==> src/rtl/brake_flash_pkg.sv <==
package brake_flash_pkg;

  // Edges per half period of the flash square wave.
  function automatic longint unsigned half_cycles(input longint unsigned clk_hz,
                                                  input longint unsigned flash_hz);
    return clk_hz / (2 * flash_hz);
  endfunction

  // Edges in the hold window after the last braking sample.
  function automatic longint unsigned hold_cycles(input longint unsigned clk_hz,
                                                  input longint unsigned hold_ms);
    return (clk_hz / 1000) * hold_ms;
  endfunction

endpackage

==> src/rtl/flash_divider.sv <==
module flash_divider #(
  parameter longint unsigned HALF_CYC = 500_000
) (
  input  logic clk,
  input  logic rst,
  output logic wave
);
  localparam int PH_W = (HALF_CYC > 1) ? $clog2(HALF_CYC) : 1;
  localparam logic [PH_W-1:0] LAST = PH_W'(HALF_CYC - 1);

  logic [PH_W-1:0] phase;

  always_ff @(posedge clk) begin
    if (rst) begin
      phase <= '0;
      wave  <= 1'b0;
    end else if (phase == LAST) begin
      phase <= '0;
      wave  <= ~wave;
    end else begin
      phase <= phase + 1'b1;
    end
  end


  wave_toggle_chk: assert property (@(posedge clk) disable iff (rst)
    !$stable(wave) |-> ($past(phase) == LAST));


  phase_clear_chk: assert property (@(posedge clk)
    rst |=> (phase == '0 && !wave));

endmodule

==> src/rtl/hold_timer.sv <==
module hold_timer #(
  parameter longint unsigned HOLD_CYC = 10_000_000
) (
  input  logic clk,
  input  logic rst,
  input  logic brake_n,
  output logic active
);
  localparam int HW = $clog2(HOLD_CYC + 1);
  localparam logic [HW-1:0] FULL = HW'(HOLD_CYC);

  logic [HW-1:0] remain;

  always_ff @(posedge clk) begin
    if (rst)
      remain <= '0;
    else if (!brake_n)
      remain <= FULL;
    else if (remain != '0)
      remain <= remain - 1'b1;
  end

  assign active = (remain != '0);


  reload_chk: assert property (@(posedge clk) disable iff (rst)
    !brake_n |=> (remain == FULL));


  drain_chk: assert property (@(posedge clk) disable iff (rst)
    (brake_n && active) |=> (remain == $past(remain) - 1'b1));


  no_overrun_chk: assert property (@(posedge clk) disable iff (rst)
    remain <= FULL);

endmodule

==> src/rtl/brake_flash_pulser.sv <==
module brake_flash_pulser
  import brake_flash_pkg::*;
#(
  parameter longint unsigned CLK_HZ   = 10_000_000,
  parameter longint unsigned FLASH_HZ = 10,
  parameter longint unsigned HOLD_MS  = 1000
) (
  input  logic clk,
  input  logic rst,
  input  logic brake_n,
  output logic lamp_blank
);
  localparam longint unsigned HALF_CYC = half_cycles(CLK_HZ, FLASH_HZ);
  localparam longint unsigned HOLD_CYC = hold_cycles(CLK_HZ, HOLD_MS);

  logic wave;
  logic hold_on;

  flash_divider #(.HALF_CYC(HALF_CYC)) u_div (
    .clk  (clk),
    .rst  (rst),
    .wave (wave)
  );

  hold_timer #(.HOLD_CYC(HOLD_CYC)) u_hold (
    .clk     (clk),
    .rst     (rst),
    .brake_n (brake_n),
    .active  (hold_on)
  );

  assign lamp_blank = wave & hold_on;


  blank_rise_chk: assert property (@(posedge clk) disable iff (rst)
    $rose(lamp_blank) |-> ($rose(wave) || $rose(hold_on)));


  idle_dark_chk: assert property (@(posedge clk) disable iff (rst)
    ($past(!hold_on) && brake_n && $past(brake_n)) |-> !lamp_blank);


  reset_dark_chk: assert property (@(posedge clk)
    rst |=> !lamp_blank);

endmodule

==> config.mk <==
export PLATFORM = sky130hd
export DESIGN_NAME = brake_flash_pulser
export DESIGN_NICKNAME = d
export VERILOG_FILES = /design/src/rtl/brake_flash_pkg.sv /design/src/rtl/flash_divider.sv /design/src/rtl/hold_timer.sv /design/src/rtl/brake_flash_pulser.sv
export SDC_FILE = /design/constraint.sdc
export NUM_CORES = 1
export LEC_CHECK = 0
export CELL_PAD_IN_SITES_DETAIL_PLACEMENT = 1
export CELL_PAD_IN_SITES_GLOBAL_PLACEMENT = 1
export CORE_MARGIN = 2
export CORE_UTILIZATION = 47
export CTS_CLUSTER_SIZE = 14
export DETAILED_ROUTE_END_ITERATION = 8
export PLACE_DENSITY = 0.77
export SLEW_MARGIN = 25
export SYNTH_ARGS = -nofsm -noshare
export SYNTH_HDL_FRONTEND = slang
export SYNTH_SLANG_ARGS = --single-unit
==> constraint.sdc <==
create_clock -name clk -period 2.9 [get_ports clk]
set_input_delay 0.87 -clock clk [delete_from_list [all_inputs] [get_ports clk]]
set_output_delay 0.87 -clock clk [all_outputs]
set_load 0.02 [all_outputs]
==> out/metrics.cfg, run 1 <==
[worst_hold_path]
hold_end = u_div.phase[0]$_SDFF_PP0_
min_from = u_div.phase[0]$_SDFF_PP0_
hold_path_depth = 1
hp-class = reg -> reg

[final_layout]
seq_area_um2 = 883
drive_above_1_share_pct = 20.6
diodes = 0
multi_input_area_um2 = 1180
syn_to_final_growth_pct = 14.7
final_nets = 257
nFillCells = 532
final_cells = 304

[routing]
drc_errors = 0
vias_per_cell = 5.49
dr.pass1.iters = 4
wl_met2_um = 2410
vias = 1669
wl_per_cell_um = 15.3
route.met3.wl_um = 113
ant_nets = 0
top_layer = met4
met1_length_um = 2030
routed_wl_um = 4660
drtIter0Drc = 71

[clocking]
path_clk_slew_ps = 90
htree_levels = 2
cts_tree = built
hold_buffers = 0
insertion_delay_ps = 300
cts_buffers = 5
clock-sinks = 44
clockBufferDepth = 2
cts_root_buf = clkbuf_8

[floorplanning]
coreArea_um2 = 4350
die_x_um = 71.1
fp.dieH_um = 71.1
num_rows = 24
initial_core_util_pct = 48.6
io_pins = 4
dieArea_um2 = 5060

[sta]
fmax_mhz = 359
fin_crit_ps = 2790
slew_headroom_pct = 50.2
hold_viol = 0
finalSetupViolCount = 0
post-route-period-util_pct = 96.2
slew_violations = 0
rsz0062_at_grt = false
fin_skew_ps = 4.83
worstMarginPinSlew_ps = 741
timing.final.ws_setup_ps = 111
setup_tns_ps = 0

[setup_path]
worstPathArrival_ps = 1920
rr_worst_depth = 8
slowest_stage = or4_4
r2r_slack_ps = 640
startpoint_type = flop
crit_required_ps = 2030
worstReg2RegStart = u_hold.remain[0]$_SDFFE_PP0P_
critPathMaxFanout = 2
cpPeakStageDelay_ps = 560
path_cells = or4_4 > nor4_4 > nand2_1 > and2_1 > buf_4
critical_path_class = reg -> out
cp-end-kind = primary output
rr_endpoint = u_hold.remain[12]$_SDFFE_PP0P_

[power_and_ir_drop]
ir_drop_mv = 0.248
p_leak_nw = 0.872
power_mw = 1.36
power_density_nw_per_um2 = 560

[placed_design]
numPortBuffers = 3
dp_cells = 294
place_congestion = 0.758
post-dp-hpwl_um = 3260
dp_slack_ps = -91.9

[logic_synthesis]
ys_warn_count = 0
async_reset_ff_share_pct = 0
yosysTopAreaCellShare_pct = 41.6
synth_fp_nets = 237
synth_cell_types = 41
synthTopCellsByArea = dfxtp_1, xnor2_1, nor2_1
synth_area_um2 = 2120
synth_flop_cell = dfxtp_1
synthCells = 231
synth_edf_count = 0
synth_common_cells = dfxtp_1, nor2_1, xnor2_1, a21oi_1, xor2_1
ys_ff_latch = 44
yosys.area.top_type = dfxtp_1
ys_seq_area_share_pct = 41.6
avgSynthCellArea_um2 = 9.17

[flow_run]
max_cap_violations = 0

[global_routing]
antenna_found_initial = 0
first_global_vias = 1729
track_usage_pct = 20.1
grt_max_degree = 20
grt_pass1_wl_um = 7890
overflow = 0

[status]
status = finished, final reports clean

==> stage by stage <==
stage               hold WS (ps)  area, um2  util (%)
global route                 526       2430      55.8
floorplan                    430       2120         -
global placement             446       2300      52.9
CTS                          478       2420      55.5
finish                       478       2430      55.8
detailed placement           458       2300      52.9
==> registers in the layout, indices dropped and copies added (netlist names) <==
name           cells
u_div.wave         1
u_hold.remain     24
u_div.phase       19
==> cells in the final DEF, fill, tap and decap left out, types with 3 or more instances in the layout <==
| cell | synthesis | layout |
|---|---|---|
| nand3_1 | 7 | 7 |
| inv_1 | 5 | 3 |
| and3_1 | 3 | 3 |
| nor4_1 | 5 | 4 |
| nand2_1 | 8 | 8 |
| clkbuf_8 | 0 | 6 |
| ha_1 | 3 | 3 |
| and4_1 | 3 | 3 |
| xnor2_1 | 26 | 26 |
| or3_1 | 8 | 8 |
| xor2_1 | 11 | 11 |
| a211oi_1 | 4 | 4 |
| nand4_1 | 3 | 3 |
| nor3_1 | 3 | 3 |
| nor2_1 | 44 | 44 |
| or4_4 | 2 | 3 |
| dfxtp_1 | 44 | 42 |
| buf_4 | 0 | 22 |
| a21oi_1 | 12 | 12 |
==> worst max-delay path by stage <==
stage | from | to | slack, ps | depth (start not counted)
3_5_place_dp | u_hold.remain[1]$_SDFFE_PP0P_ | lamp_blank | -90 | 7
3_3_place_gp | u_hold.remain[0]$_SDFFE_PP0P_ | lamp_blank | -5 | 7
2_1_floorplan | u_hold.remain[0]$_SDFFE_PP0P_ | lamp_blank | 230 | 7
5_1_grt | u_hold.remain[1]$_SDFFE_PP0P_ | lamp_blank | 10 | 7
4_1_cts | u_hold.remain[1]$_SDFFE_PP0P_ | lamp_blank | 80 | 7
6_report | u_hold.remain[8]$_SDFFE_PP0P_ | lamp_blank | 110 | 5
==> critical path: cells and delay by family (launching register included) <==
family,cells,cell delay [ps]
AND/OR/NAND/NOR,4,1140
flip-flops,1,320
buffers and inverters,1,150
==> where the power goes <==
| group | internal, mW | leakage, nW | switching, mW | total, mW |
|---|---|---|---|---|
| clock network | 0.193 | 0.0434 | 0.221 | 0.414 |
| logic | 0.135 | 0.468 | 0.154 | 0.288 |
| registers | 0.632 | 0.360 | 0.0254 | 0.658 |
==> final cells by class <==
type,count,area share (%)
Clock buffer,6,3.40
Clock inverter,2,0.618
Inverter,5,0.772
Multi-Input combinational cell,171,48.6
Sequential cell,44,36.4
Tap cell,52,2.68
Timing Repair Buffer,24,7.62
==> per-layer routing <==
layer | vias up | global-route usage, %
li1 | 833 | -
met1 | 811 | 22.0
met2 | 13 | 36.3
met3 | 12 | 5.56
met4 | 0 | 8.60
met5 | - | 0
==> cells by family after synthesis <==
group                    synth area share [%]
flip-flops                               41.6
AND/OR/NAND/NOR                          28.4
XOR/XNOR                                 15.3
adder cells (fa/ha/maj)                  1.77
AO/OA/AOI/OAI                            9.21
buffers and inverters                    3.72
==> what timing repair did <==
action / in CTS / in global routing
resized for setup: 7 / 5
hold endpoints to repair: 0 / 0
buffers inserted: 1 / 1
setup endpoints to repair: 1 / 1
pin swaps: 2 / 3
(Power assumes the default switching activity.)
==> run 2, diff against run 1 <==
- ABC_AREA: not set -> 1
- CORE_UTILIZATION: 47 -> 45
- PLACE_DENSITY: 0.77 -> 0.79
==> run 2 against run 1 <==
Fmax is 1.6% higher. Synthesized area is 14% higher. Non-clock buffer count is 17 lower. Synthesized cell count is 51% higher. Count of clock-buffer cells in the layout is 1 lower. Total power is 5.7% lower. Sequential power hardly changed. Design area is 7.0% higher. Hold slack worse by 21 ps. Combinational power is 12% lower. Global-route usage is 0.55 points higher. Setup slack better by 45 ps.
==> out/metrics.cfg, run 2 <==
[setup_path]
worstPathArrival_ps = 1870
cpPeakStageDelay_ps = 590
r2r_slack_ps = 1210
crit_required_ps = 2030
path_common_cell = nand2_1
path_cells = inv_2 > ha_1 > nand2_1 > nor2_1 > nand3_2 > nand2_1 > inv_1 > clkdlybuf4s50_1
critPathMaxFanout = 5
startpoint = u_hold.remain[0]$_SDFFE_PP0P_
worstReg2RegStart = u_div.phase[0]$_SDFF_PP0_
startpoint_type = flop
slowest_stage = clkdlybuf4s50_1
cp-end-kind = primary output
critical_path_class = reg -> out

[final_layout]
layout_common_cells = nand2_1, nor2_1, dfxtp_1, inv_1, nand3_1
layout_commonest_cell = nand2_1
drive_above_1_share_pct = 11.2
largest_reg_flops = 24
final_cells = 427
diodes = 0
regMostFlops = u_hold.remain
fin_util_pct = 50.6
top_regs = u_hold.remain (24), u_div.phase (19), u_div.wave (1)
final_nets = 363
finalInstanceArea_um2 = 2600
syn_to_final_growth_pct = 7.95

[clocking]
cts_buffers = 5
clock-sinks = 44
cts_setup_buffers = 0
cts_root_buf = clkbuf_8
ctsResizeCount = 0
cts_tree = built
clockBufferDepth = 2
htree_levels = 2
hold_buffers = 0
insertion_delay_ps = 290
path_clk_slew_ps = 80

[logic_synthesis]
ys_seq_area_share_pct = 36.6
avgSynthCellArea_um2 = 6.90
synth_most_common_cell = nand2_1
yosys.area.top_type = dfxtp_1
ys_warn_count = 0
yosysTopAreaCellShare_pct = 36.6
synth_flop_cell = dfxtp_1
synth_fp_nets = 355
ys_ff_latch = 44
synth_common_cells = nand2_1, nor2_1, dfxtp_1, inv_1, nand3_1
synthTopCellsByArea = dfxtp_1, nand2_1, nor2_1
synth_edf_count = 0
synthCells = 349
synth_area_um2 = 2410
synth_cell_types = 26
async_reset_ff_share_pct = 0

[routing]
dr.pass1.iters = 6
ant_nets = 0
wl_per_cell_um = 13.1
drc_errors = 0
routed_wl_um = 5610
vias = 2160
vias_per_cell = 5.06
drtIter0Drc = 65

[global_routing]
overflow = 0
antenna_found_initial = 0
first_global_vias = 2297
track_usage_pct = 20.7
grt_use_met1_pct = 23.1
met3_usage_pct = 4.00
grt_pass1_wl_um = 10000
grt_use_met2_pct = 38.8
grt_most_used_layer = met2
grt_max_degree = 20

[sta]
fin_skew_ps = 4.13
rsz0062_at_grt = false
fmax_mhz = 364
slew_headroom_pct = 65.2
timing.hold.ws_ps = 457
finalSetupViolCount = 0
fin_crit_ps = 2740
slew_violations = 0
hold_viol = 0
post-route-period-util_pct = 94.6
worstMarginPinSlew_ps = 518
setup_tns_ps = 0
timing.final.ws_setup_ps = 156

[floorplanning]
initial_core_util_pct = 46.8
io_pins = 4
die_x_um = 77.1
dieArea_um2 = 5950
coreArea_um2 = 5140
num_rows = 26
fp.dieH_um = 77.1

[flow_run]
max_cap_violations = 0

[placed_design]
place_congestion = 0.855
placed_cell_area_um2 = 2510
post-dp-hpwl_um = 4340
dp_slack_ps = 426
numPortBuffers = 3
dp_cells = 420

[power_and_ir_drop]
power_density_nw_per_um2 = 493
ir_drop_mv = 0.261
power_mw = 1.28
p_leak_nw = 1.08

[worst_hold_path]
min_from = u_div.phase[0]$_SDFF_PP0_
hp-class = reg -> reg

[status]
status = finished, final reports clean

run 2: cell types whose count changed after synthesis, moves of 5 or more:
cell,previous run,this run
inv_1,5,33
nand2_2,0,5
nor2_1,44,74
nand2_1,8,75
nand3_1,7,31
or3_1,8,0
a21oi_1,12,19
xnor2_1,26,6
nor2_4,0,7
nor3_2,0,5
run 2: kinds of logic (layout without fill, tap and decap cells):
group                      Yosys count  count (layout)  share of synthesized area [%]
AOI/OAI and AO/OA                   24              24                           5.25
xor gates and xnor gates            18              18                           6.55
adders and majority gates            3               3                           1.56
buffers and inverters               39              47                           6.81
DFF                                 44              44                           36.6
and+or+nand+nor                    221             221                           43.2
run 2: final timing paths:
check / cells past startpoint / end
worst min register to register: 1 / u_div.phase[0]$_SDFF_PP0_
worst max register to register: 8 / u_div.phase[16]$_SDFF_PP0_
worst min-delay path: 1 / u_div.phase[0]$_SDFF_PP0_
worst max-delay path: 8 / lamp_blank
run 2: power by group:
| group | leakage [nW] | switching, mW | internal [mW] |
|---|---|---|---|
| registers | 0.359 | 0.0282 | 0.630 |
| logic | 0.683 | 0.167 | 0.0866 |
| clock network | 0.0400 | 0.207 | 0.163 |
run 2: worst max-delay path: cells and delay by family (launching register included):
kind	cells	cell delay, ps
buffers and inverters	3	710
DFF	1	350
and+or+nand+nor	4	300
adders and majority gates	1	220
run 2: per-layer routing:
layer | vias up | part of all wire, % | wire [um]
li1 | 1120 | - | -
met5 | - | 0 | 0
met4 | 0 | 1.8 | 99
met3 | 8 | 1.8 | 99
met2 | 15 | 53 | 2960
met1 | 1017 | 44 | 2450
run 2: final cells by class:
class / count / area, um2
Clock buffer: 5 / 68.8
Clock inverter: 2 / 12.5
Fill cell: 728 / 2540
Inverter: 33 / 124
Multi-Input combinational cell: 266 / 1370
Sequential cell: 44 / 881
Tap cell: 70 / 87.6
Timing Repair Buffer: 7 / 60.1
